===== config.mk =====
export PLATFORM = sky130hd
export DESIGN_NAME = cfgwin_decoder
export DESIGN_NICKNAME = d
export VERILOG_FILES = /design/src/rtl/cfgwin_decoder.sv
export SDC_FILE = /design/constraint.sdc
export NUM_CORES = 1
export LEC_CHECK = 0
export BUFFER_PORTS_ARGS = -buffer_cell sky130_fd_sc_hd__buf_4
export CAP_MARGIN = 20
export CORE_AREA = 2 2 181 183
export DETAILED_ROUTE_END_ITERATION = 10
export DIE_AREA = 0 0 183 185
export PLACE_DENSITY = 0.5
export SLEW_MARGIN = 0
export SYNTH_ARGS = -nofsm -noshare
export SYNTH_HDL_FRONTEND = slang
export SYNTH_SLANG_ARGS = --single-unit

===== constraint.sdc =====
create_clock -name clk -period 3.1 [get_ports clk]
set_clock_uncertainty 0.2 [all_clocks]
set_input_delay 0.31 -clock clk [delete_from_list [all_inputs] [get_ports clk]]
set_output_delay 0.31 -clock clk [all_outputs]
set_load 0.01 [all_outputs]

===== src/rtl/cfgwin_decoder.sv =====
module cfgwin_decoder #(
  parameter int          AW           = 64,
  parameter logic [63:0] RESET_BASE   = 64'h0000_0000_B000_0000,
  parameter logic [63:0] IOAPIC_BASE  = 64'h0000_0000_FEC0_0000
) (
  input  logic          clk,
  input  logic          rst_n,
  input  logic          reg_wr,
  input  logic [7:0]    reg_be,
  input  logic [AW-1:0] reg_wdata,
  output logic [AW-1:0] reg_rdata,
  input  logic [AW-1:0] probe_addr,
  output logic          win_en,
  output logic [AW-1:0] win_base,
  output logic [AW-1:0] win_size,
  output logic          hit,
  output logic          len_err,
  output logic [AW-1:0] hole_start,
  output logic [AW-1:0] hole_end
);
  localparam logic [AW-1:0] MASK_256 = AW'(64'h0000_000F_F000_0000);
  localparam logic [AW-1:0] MASK_128 = AW'(64'h0000_000F_F800_0000);
  localparam logic [AW-1:0] MASK_64  = AW'(64'h0000_000F_FC00_0000);

  logic [AW-1:0] bar_q;
  logic [AW-1:0] mask;

  always_ff @(posedge clk or negedge rst_n) begin
    if (!rst_n) bar_q <= AW'(RESET_BASE);
    else if (reg_wr)
      for (int b = 0; b < AW/8; b++)
        if (reg_be[b]) bar_q[b*8 +: 8] <= reg_wdata[b*8 +: 8];
  end

  always_comb begin
    len_err  = 1'b0;
    mask     = MASK_256;
    win_size = AW'(64'h1000_0000);
    case (bar_q[2:1])
      2'b00: ;
      2'b01: begin mask = MASK_128; win_size = AW'(64'h0800_0000); end
      2'b10: begin mask = MASK_64;  win_size = AW'(64'h0400_0000); end
      default: begin len_err = 1'b1; win_size = '0; end
    endcase
  end

  assign reg_rdata  = bar_q;
  assign win_en     = bar_q[0] && !len_err;
  assign win_base   = bar_q & mask;
  assign hit        = win_en && (probe_addr >= win_base) && (probe_addr < win_base + win_size);
  assign hole_start = win_en ? win_base + win_size : AW'(RESET_BASE);
  assign hole_end   = AW'(IOAPIC_BASE) - AW'(1);

  assert_hit_needs_en_R6: assert property (@(posedge clk) disable iff (!rst_n)
    hit |-> win_en);
  assert_rsvd_off_R7: assert property (@(posedge clk) disable iff (!rst_n)
    len_err |-> (!win_en && win_size == '0 && !hit));
  assert_base_align_R4: assert property (@(posedge clk) disable iff (!rst_n)
    (win_base[25:0] == '0) && (win_base[AW-1:36] == '0));
  assert_hit_range_R5: assert property (@(posedge clk) disable iff (!rst_n)
    hit |-> (probe_addr >= win_base && probe_addr < hole_start));
  assert_byte0_write_R2: assert property (@(posedge clk) disable iff (!rst_n)
    (reg_wr && reg_be[0]) |=> reg_rdata[7:0] == $past(reg_wdata[7:0]));
  assert_hold_R2: assert property (@(posedge clk) disable iff (!rst_n)
    !reg_wr |=> $stable(reg_rdata));
endmodule


# ---- After elaboration in Yosys (flattened, before gate mapping)
# Index checks and enable logic that the tools add are counted.
# W data, S select, Z words.
dict set report classes {
  n_lt_le_gt_ge 2
  eq_ne 2
  bitwise 1
  n_reduce_logical 13
  addsub 1
  n_mux 4
}
# operator n
set ops {}
lappend ops {{$pmux W29 S3} 1}
lappend ops {{$add A64 B64 Y64} 1}
lappend ops {{$and A64 B64 Y64} 1}
lappend ops {{$ge A64 B64 Y1} 1}
lappend ops {{$lt A64 B64 Y1} 1}
lappend ops {{$mux W64} 1}
lappend ops {{$pmux W28 S2} 1}
lappend ops {{$reduce_and A2 Y1} 8}
lappend ops {{$logic_and A1 B1 Y1} 3}
lappend ops {{$reduce_or A3 Y1} 1}
lappend ops {{$eq A2 B1 Y1 const B} 1}
lappend ops {{$eq A2 B2 Y1 const B} 1}
lappend ops {{$logic_not A2 Y1} 1}
lappend ops {{$mux W1} 1}
dict set report totals {
  elab_cells 31
  out_inout_bits 323
  reg_bits 64
}

# ---- Longest topological paths before layout
dict set report depth {
  word_depth 6
  ltp_mapped 14
}

# ---- Least setup slack after synthesis
# OpenSTA, ideal clock, no wires.
dict set report synth_timing {
  path_kind {flip-flop to output port}
  startpoint {reg bar_q[1] (netlist: reg_rdata[1])}
  endpoint {out hit}
  path_slack_ns -0.659
  required_time_ns 2.590
  t_arrival_ns 3.249
  path_stages_with_launch 14
  path_cell_list {dfrtp_1 -> inv_1 -> ha_1 -> and2_1 -> inv_1 -> fa_1 -> nand2b_1 -> a21oi_1 -> or3b_1 -> ha_1 -> nor4_1 -> nand3_1 -> a211o_1 -> a211oi_1}
}
dict set report synth_between {
  elab_cells_between_ends 13
  classes_between {1 x add/sub; 2 x order compare; 2 x eq/ne; 2 x mux; 1 x bitwise; 5 x reduce/logical}
}
# element line_no
set synth_lines {}
lappend synth_lines {{start, declared} 25} ;# logic [AW-1:0] bar_q;
lappend synth_lines {{start signal, assigned} 29} ;# if (!rst_n) bar_q <= AW'(RESET_BASE);
lappend synth_lines {{start signal, assigned by index} 32} ;# if (reg_be[b]) bar_q[b*8 +: 8] <= reg_wdata[b*8 +: 8];
lappend synth_lines {{$eq A2 B2 Y1, or another cell as far along} 39} ;# case (bar_q[2:1])
lappend synth_lines {{$pmux W29 S3 *} 39}
lappend synth_lines {{named net win_size[26]} 15} ;# output logic [AW-1:0] win_size,
lappend synth_lines {{$add A64 B64 Y64 *} 50} ;# assign hit = win_en && (probe_addr >= win_base) && (probe_addr < win_base + win_size);
lappend synth_lines {{$lt A64 B64 Y1 *} 50}
lappend synth_lines {{$logic_and A1 B1 Y1 *} 50}
lappend synth_lines {{end, declared} 16} ;# output logic hit,
# Mark *: on every way through the listed nets, which the timed path passes. The rest lies on a longest branch.

# ---- Worst setup path in the final report
dict set report layout_timing {
  startpoint {reg bar_q[2] (netlist: reg_rdata[2])}
  endpoint {out hit}
}
dict set report layout_between {
  elab_chain_len 6
  elab_cells_between_ends 13
  classes_between {1 x add/sub; 2 x order compare; 2 x eq/ne; 2 x mux; 1 x bitwise; 5 x reduce/logical}
}
# element line_no
set layout_lines {}
lappend layout_lines {{$eq A2 B2 Y1 / $eq A2 B1 Y1 (equally long branches)} 39}
lappend layout_lines {{$pmux W28 S2} 39}
lappend layout_lines {{$and A64 B64 Y64} 49} ;# assign win_base = bar_q & mask;
lappend layout_lines {{$add A64 B64 Y64 / $ge A64 B64 Y1 (equally long branches)} 50}
lappend layout_lines {{$lt A64 B64 Y1 / $logic_and A1 B1 Y1 (equally long branches)} 50}
lappend layout_lines {{$logic_and A1 B1 Y1 *} 50}
# Mark *: on every way between the ends. The rest lies on a longest branch, timed or not.

==> impl_summary.txt <==
----------------------------------------------------
[STA]
  RSZ-0062 raised after global routing ... yes
  Maximum operating frequency ... 262 MHz
  Measured slew at the worst slew-check pin ... 861 ps
  Max transition margin ... 42.6%
  Pins Over Slew Limit ... 0
  PnR worst setup slack ... -712 ps
  Final period util ... 123%
  Final count of negative-setup-slack endpoints ... 3
  Final-report hold violation count ... 0
  Final hold slack ... 13.4 ps
  Final period demand of the worst path ... 3810 ps

[Synth]
  Syn avg cell area ... 10.1 um^2
  Post-synthesis xor/xnor area fraction ... 1.37%
  Compound-gate portion of the synthesized area ... 2.57%
  Post-synthesis instance area ... 5100 um^2
  Synthesized-area fraction occupied by and/or/nand/nor cells ... 6.86%
  Count of warnings emitted by yosys ... 0
  Number of synthesized register bits ... 64
  Main combinational cell family by area after synthesis ... buffers and inverters
  Syn Inst Count ... 506
  Distinct cell type count of the synthesized netlist ... 38
  Adder-cell area share of the yosys netlist ... 6.77%
  Mux share of post-synthesis cell area ... 14.1%
  Seq/Total Area, Yosys ... 31.5%

[Global routing]
  Via count of the first global-routing pass ... 3782
  Maximum number of pins on one net before global-route repair ... 65
  Antenna violations before repair ... 1
  Total overflow reported by the global router ... 0
  Overall track demand over capacity in global routing ... 9.22%
  Wire length of the first global-routing pass ... 22.8 mm

[Worst hold path]
  Worst Hold Class ... primary input to flop

[Floorplanning]
  Area enclosed by the die boundary ... 33900 um^2
  Number of rows created at floorplan ... 66
  Num ports ... 462
  Horizontal die dimension ... 183 um
  Vert. Die Dim ... 185 um
  Starting density of the core ... 15.9%
  Placeable core region ... 32000 um^2

[Clocking]
  Number of clock sinks ... 64
  H-tree depth ... 3
  Source-to-sink clock delay at the later pin of the worst-skew pair ... 330 ps
  Clock buffer depth ... 2
  Total clock buffers created by CTS ... 9
  CTS tree ... yes
  Post-CTS clock slew at the launch and capture registers of the worst setup and hold paths ... 60 ps
  Clock tree root buffer cell ... clkbuf_16

[Critical path]
  Worst EP arrival ... 3300 ps
  Required time at the endpoint of the critical path ... 2590 ps
  Setup slack of the most critical reg-to-reg path ... 1810 ps
  Maximum fanout count along the critical path ... 4
  Type of destination of the critical path ... primary output
  Worst Setup Path Type ... flop to primary output
  Startpoint types ... flop

[Cells and area]
  Most common cell after layout, fill and taps aside ... buf_4
  Number of flip-flops under the largest register name ... 64
  Net count reported at finish ... 958
  Share of post-route cells with drive strength above 1 ... 47.9%
  Count of non-filler cells in the finished layout ... 1205
  Share of the core filled with cells ... 22.8%
  Relative area change from synthesis to final layout ... 43.4%
  Most used cells in the layout excluding fill and tap cells ... buf_4 (268), conb_1 (232), mux2_2 (64)
  Count of inserted antenna diode cells ... 0
  Number of fill cells ... 3482

[Power]
  Power density cells ... 457 nW/um^2
  P_leak ... 3.74 nW
  Peak ir drop on the vdd network ... 0.000404 V

[Drt]
  Via density ... 3.21
  Routed wire length per instance ... 13.9 um
  Routed Antenna Nets ... 0
  Via Count ... 3863
  Number of DRC markers in iteration 0 ... 60
  Detailed Routing Iterations Pass 1 ... 3
  Detailed Route WL ... 16.8 mm
  Residual DRC count ... 0

[Outcome]
  Violations in the final reports ... setup timing
  Outcome ... complete, but fails checks

[Place]
  HPWL after detailed placement ... 14.2 mm
  Worst Setup Slack post-DPL ... -602 ps
  Placed insts ... 1161
  Routability Congestion ... 0.754
  Buffers on Ports ... 229

[Job]
  Max-cap violations ... 0

----------------------------------------------------
[cell type report]
type	instances	area [um^2]	share of cell area, %
multi-input cells	413	2670	36.4
repair buffers	287	2200	30.1
flip-flops and latches	64	1610	22.0
well taps	408	510	6.98
clock buffers	15	258	3.52
inverters	17	66.3	0.906
clock inverters	1	5.00	0.0684
[critical path, cell delays in order, from the launching register on]
cell and delay, ps:
dfrtp_2 420, inv_2 100, ha_4 200, nand2_2 90, inv_2 60, ha_4 230, a31o_4 220, a21oi_4 190
nor3_1 90, xnor2_1 210, ha_1 290, a21oi_1 160, o21ai_1 80, a211o_1 310, a211oi_2 160, buf_4 160
[path summary, 6_finish.rpt]
check / start / depth (start not counted) / to
max in group asynchronous: rst_n / 2 / reg_rdata[1]$_DFFE_PN0P_
worst max-delay path: reg_rdata[2]$_DFFE_PN0P_ / 15 / hit
worst min register to register: reg_rdata[37]$_DFFE_PN0P_ / 1 / reg_rdata[37]$_DFFE_PN0P_
worst min-delay path: reg_wdata[30] / 2 / reg_rdata[30]$_DFFE_PN0P_
worst max register to register: reg_rdata[1]$_DFFE_PN0P_ / 3 / reg_rdata[1]$_DFFE_PN0P_
min in group asynchronous: rst_n / 2 / reg_rdata[36]$_DFFE_PN0P_
[power by group]
group	internal (W)	switching, W	leakage, nW
clock	0.000564	0.000366	0.128
sequential	0.000966	0.0000849	0.745
combinational	0.000688	0.000677	2.87
[cells by family after synthesis]
group,after synthesis
buffers and inverters,259
muxes,64
DFF,64
and+or+nand+nor,61
adders and majority gates,27
AOI/OAI and AO/OA,21
xor gates and xnor gates,8
other,2
[Yosys cell counts, drive strengths merged]
| library cell | n | area, um^2 |
|---|---|---|
| dfstp | 3 | 78.8 |
| nor4 | 14 | 100 |
| nand2 | 15 | 56.3 |
| inv | 17 | 63.8 |
| conb | 2 | 7.51 |
| nand2b | 2 | 12.5 |
| o21bai | 1 | 7.51 |
| and3 | 1 | 6.26 |
| or4 | 1 | 11.3 |
| and2 | 1 | 6.26 |
| or3b | 1 | 8.76 |
| nor3 | 3 | 15.0 |
| a31o | 1 | 8.76 |
| a21oi | 7 | 35.0 |
| o21a | 1 | 7.51 |
| ha | 26 | 325 |
| o2111ai | 1 | 8.76 |
| nand4 | 6 | 52.6 |
| a211o | 1 | 8.76 |
| or3 | 1 | 6.26 |
| mux2 | 64 | 721 |
| nand3 | 1 | 5.00 |
| clkbuf | 2 | 7.51 |
| nor3b | 1 | 7.51 |
| xnor2 | 7 | 61.3 |
| nor4b | 1 | 8.76 |
| nor2 | 12 | 45.0 |
| and4 | 1 | 8.76 |
| o21ai | 5 | 25.0 |
| fa | 1 | 20.0 |
| o31ai | 1 | 7.51 |
| xor2 | 1 | 8.76 |
| buf | 240 | 1800 |
| a211oi | 3 | 22.5 |
| dfrtp | 61 | 1530 |
[metrics by stage]
step	instance area, um^2	TNS [ps]	power (W)
floorplan	6030	-292	0.00186
global placement	6670	-496	0.00234
detailed placement	6670	-602	0.00235
CTS	7220	-892	0.00336
global route	7320	-1510	0.00355
finish	7320	-1030	0.00335
[layer usage]
metal  up-vias  global-route usage (%)  wire (um)  part of all wire (%)
met4         2                    4.13        425                   2.5
met1      1785                    9.08       5760                    34
met3        20                    2.73       1570                   9.4
met5         -                       0         20                  0.12
li1       1778                       -          -                     -
met2       278                    17.8       8970                    54
[what timing repair did]
item | in CTS | in global routing
buffers inserted | 6 | 5
endpoints found under the setup margin | 3 | 8
hold buffers | 17 | 0
hold endpoints to repair | 77 | 0
pin swaps | 11 | 8
gates resized for setup | 11 | 11
(Power assumes the default switching activity.)
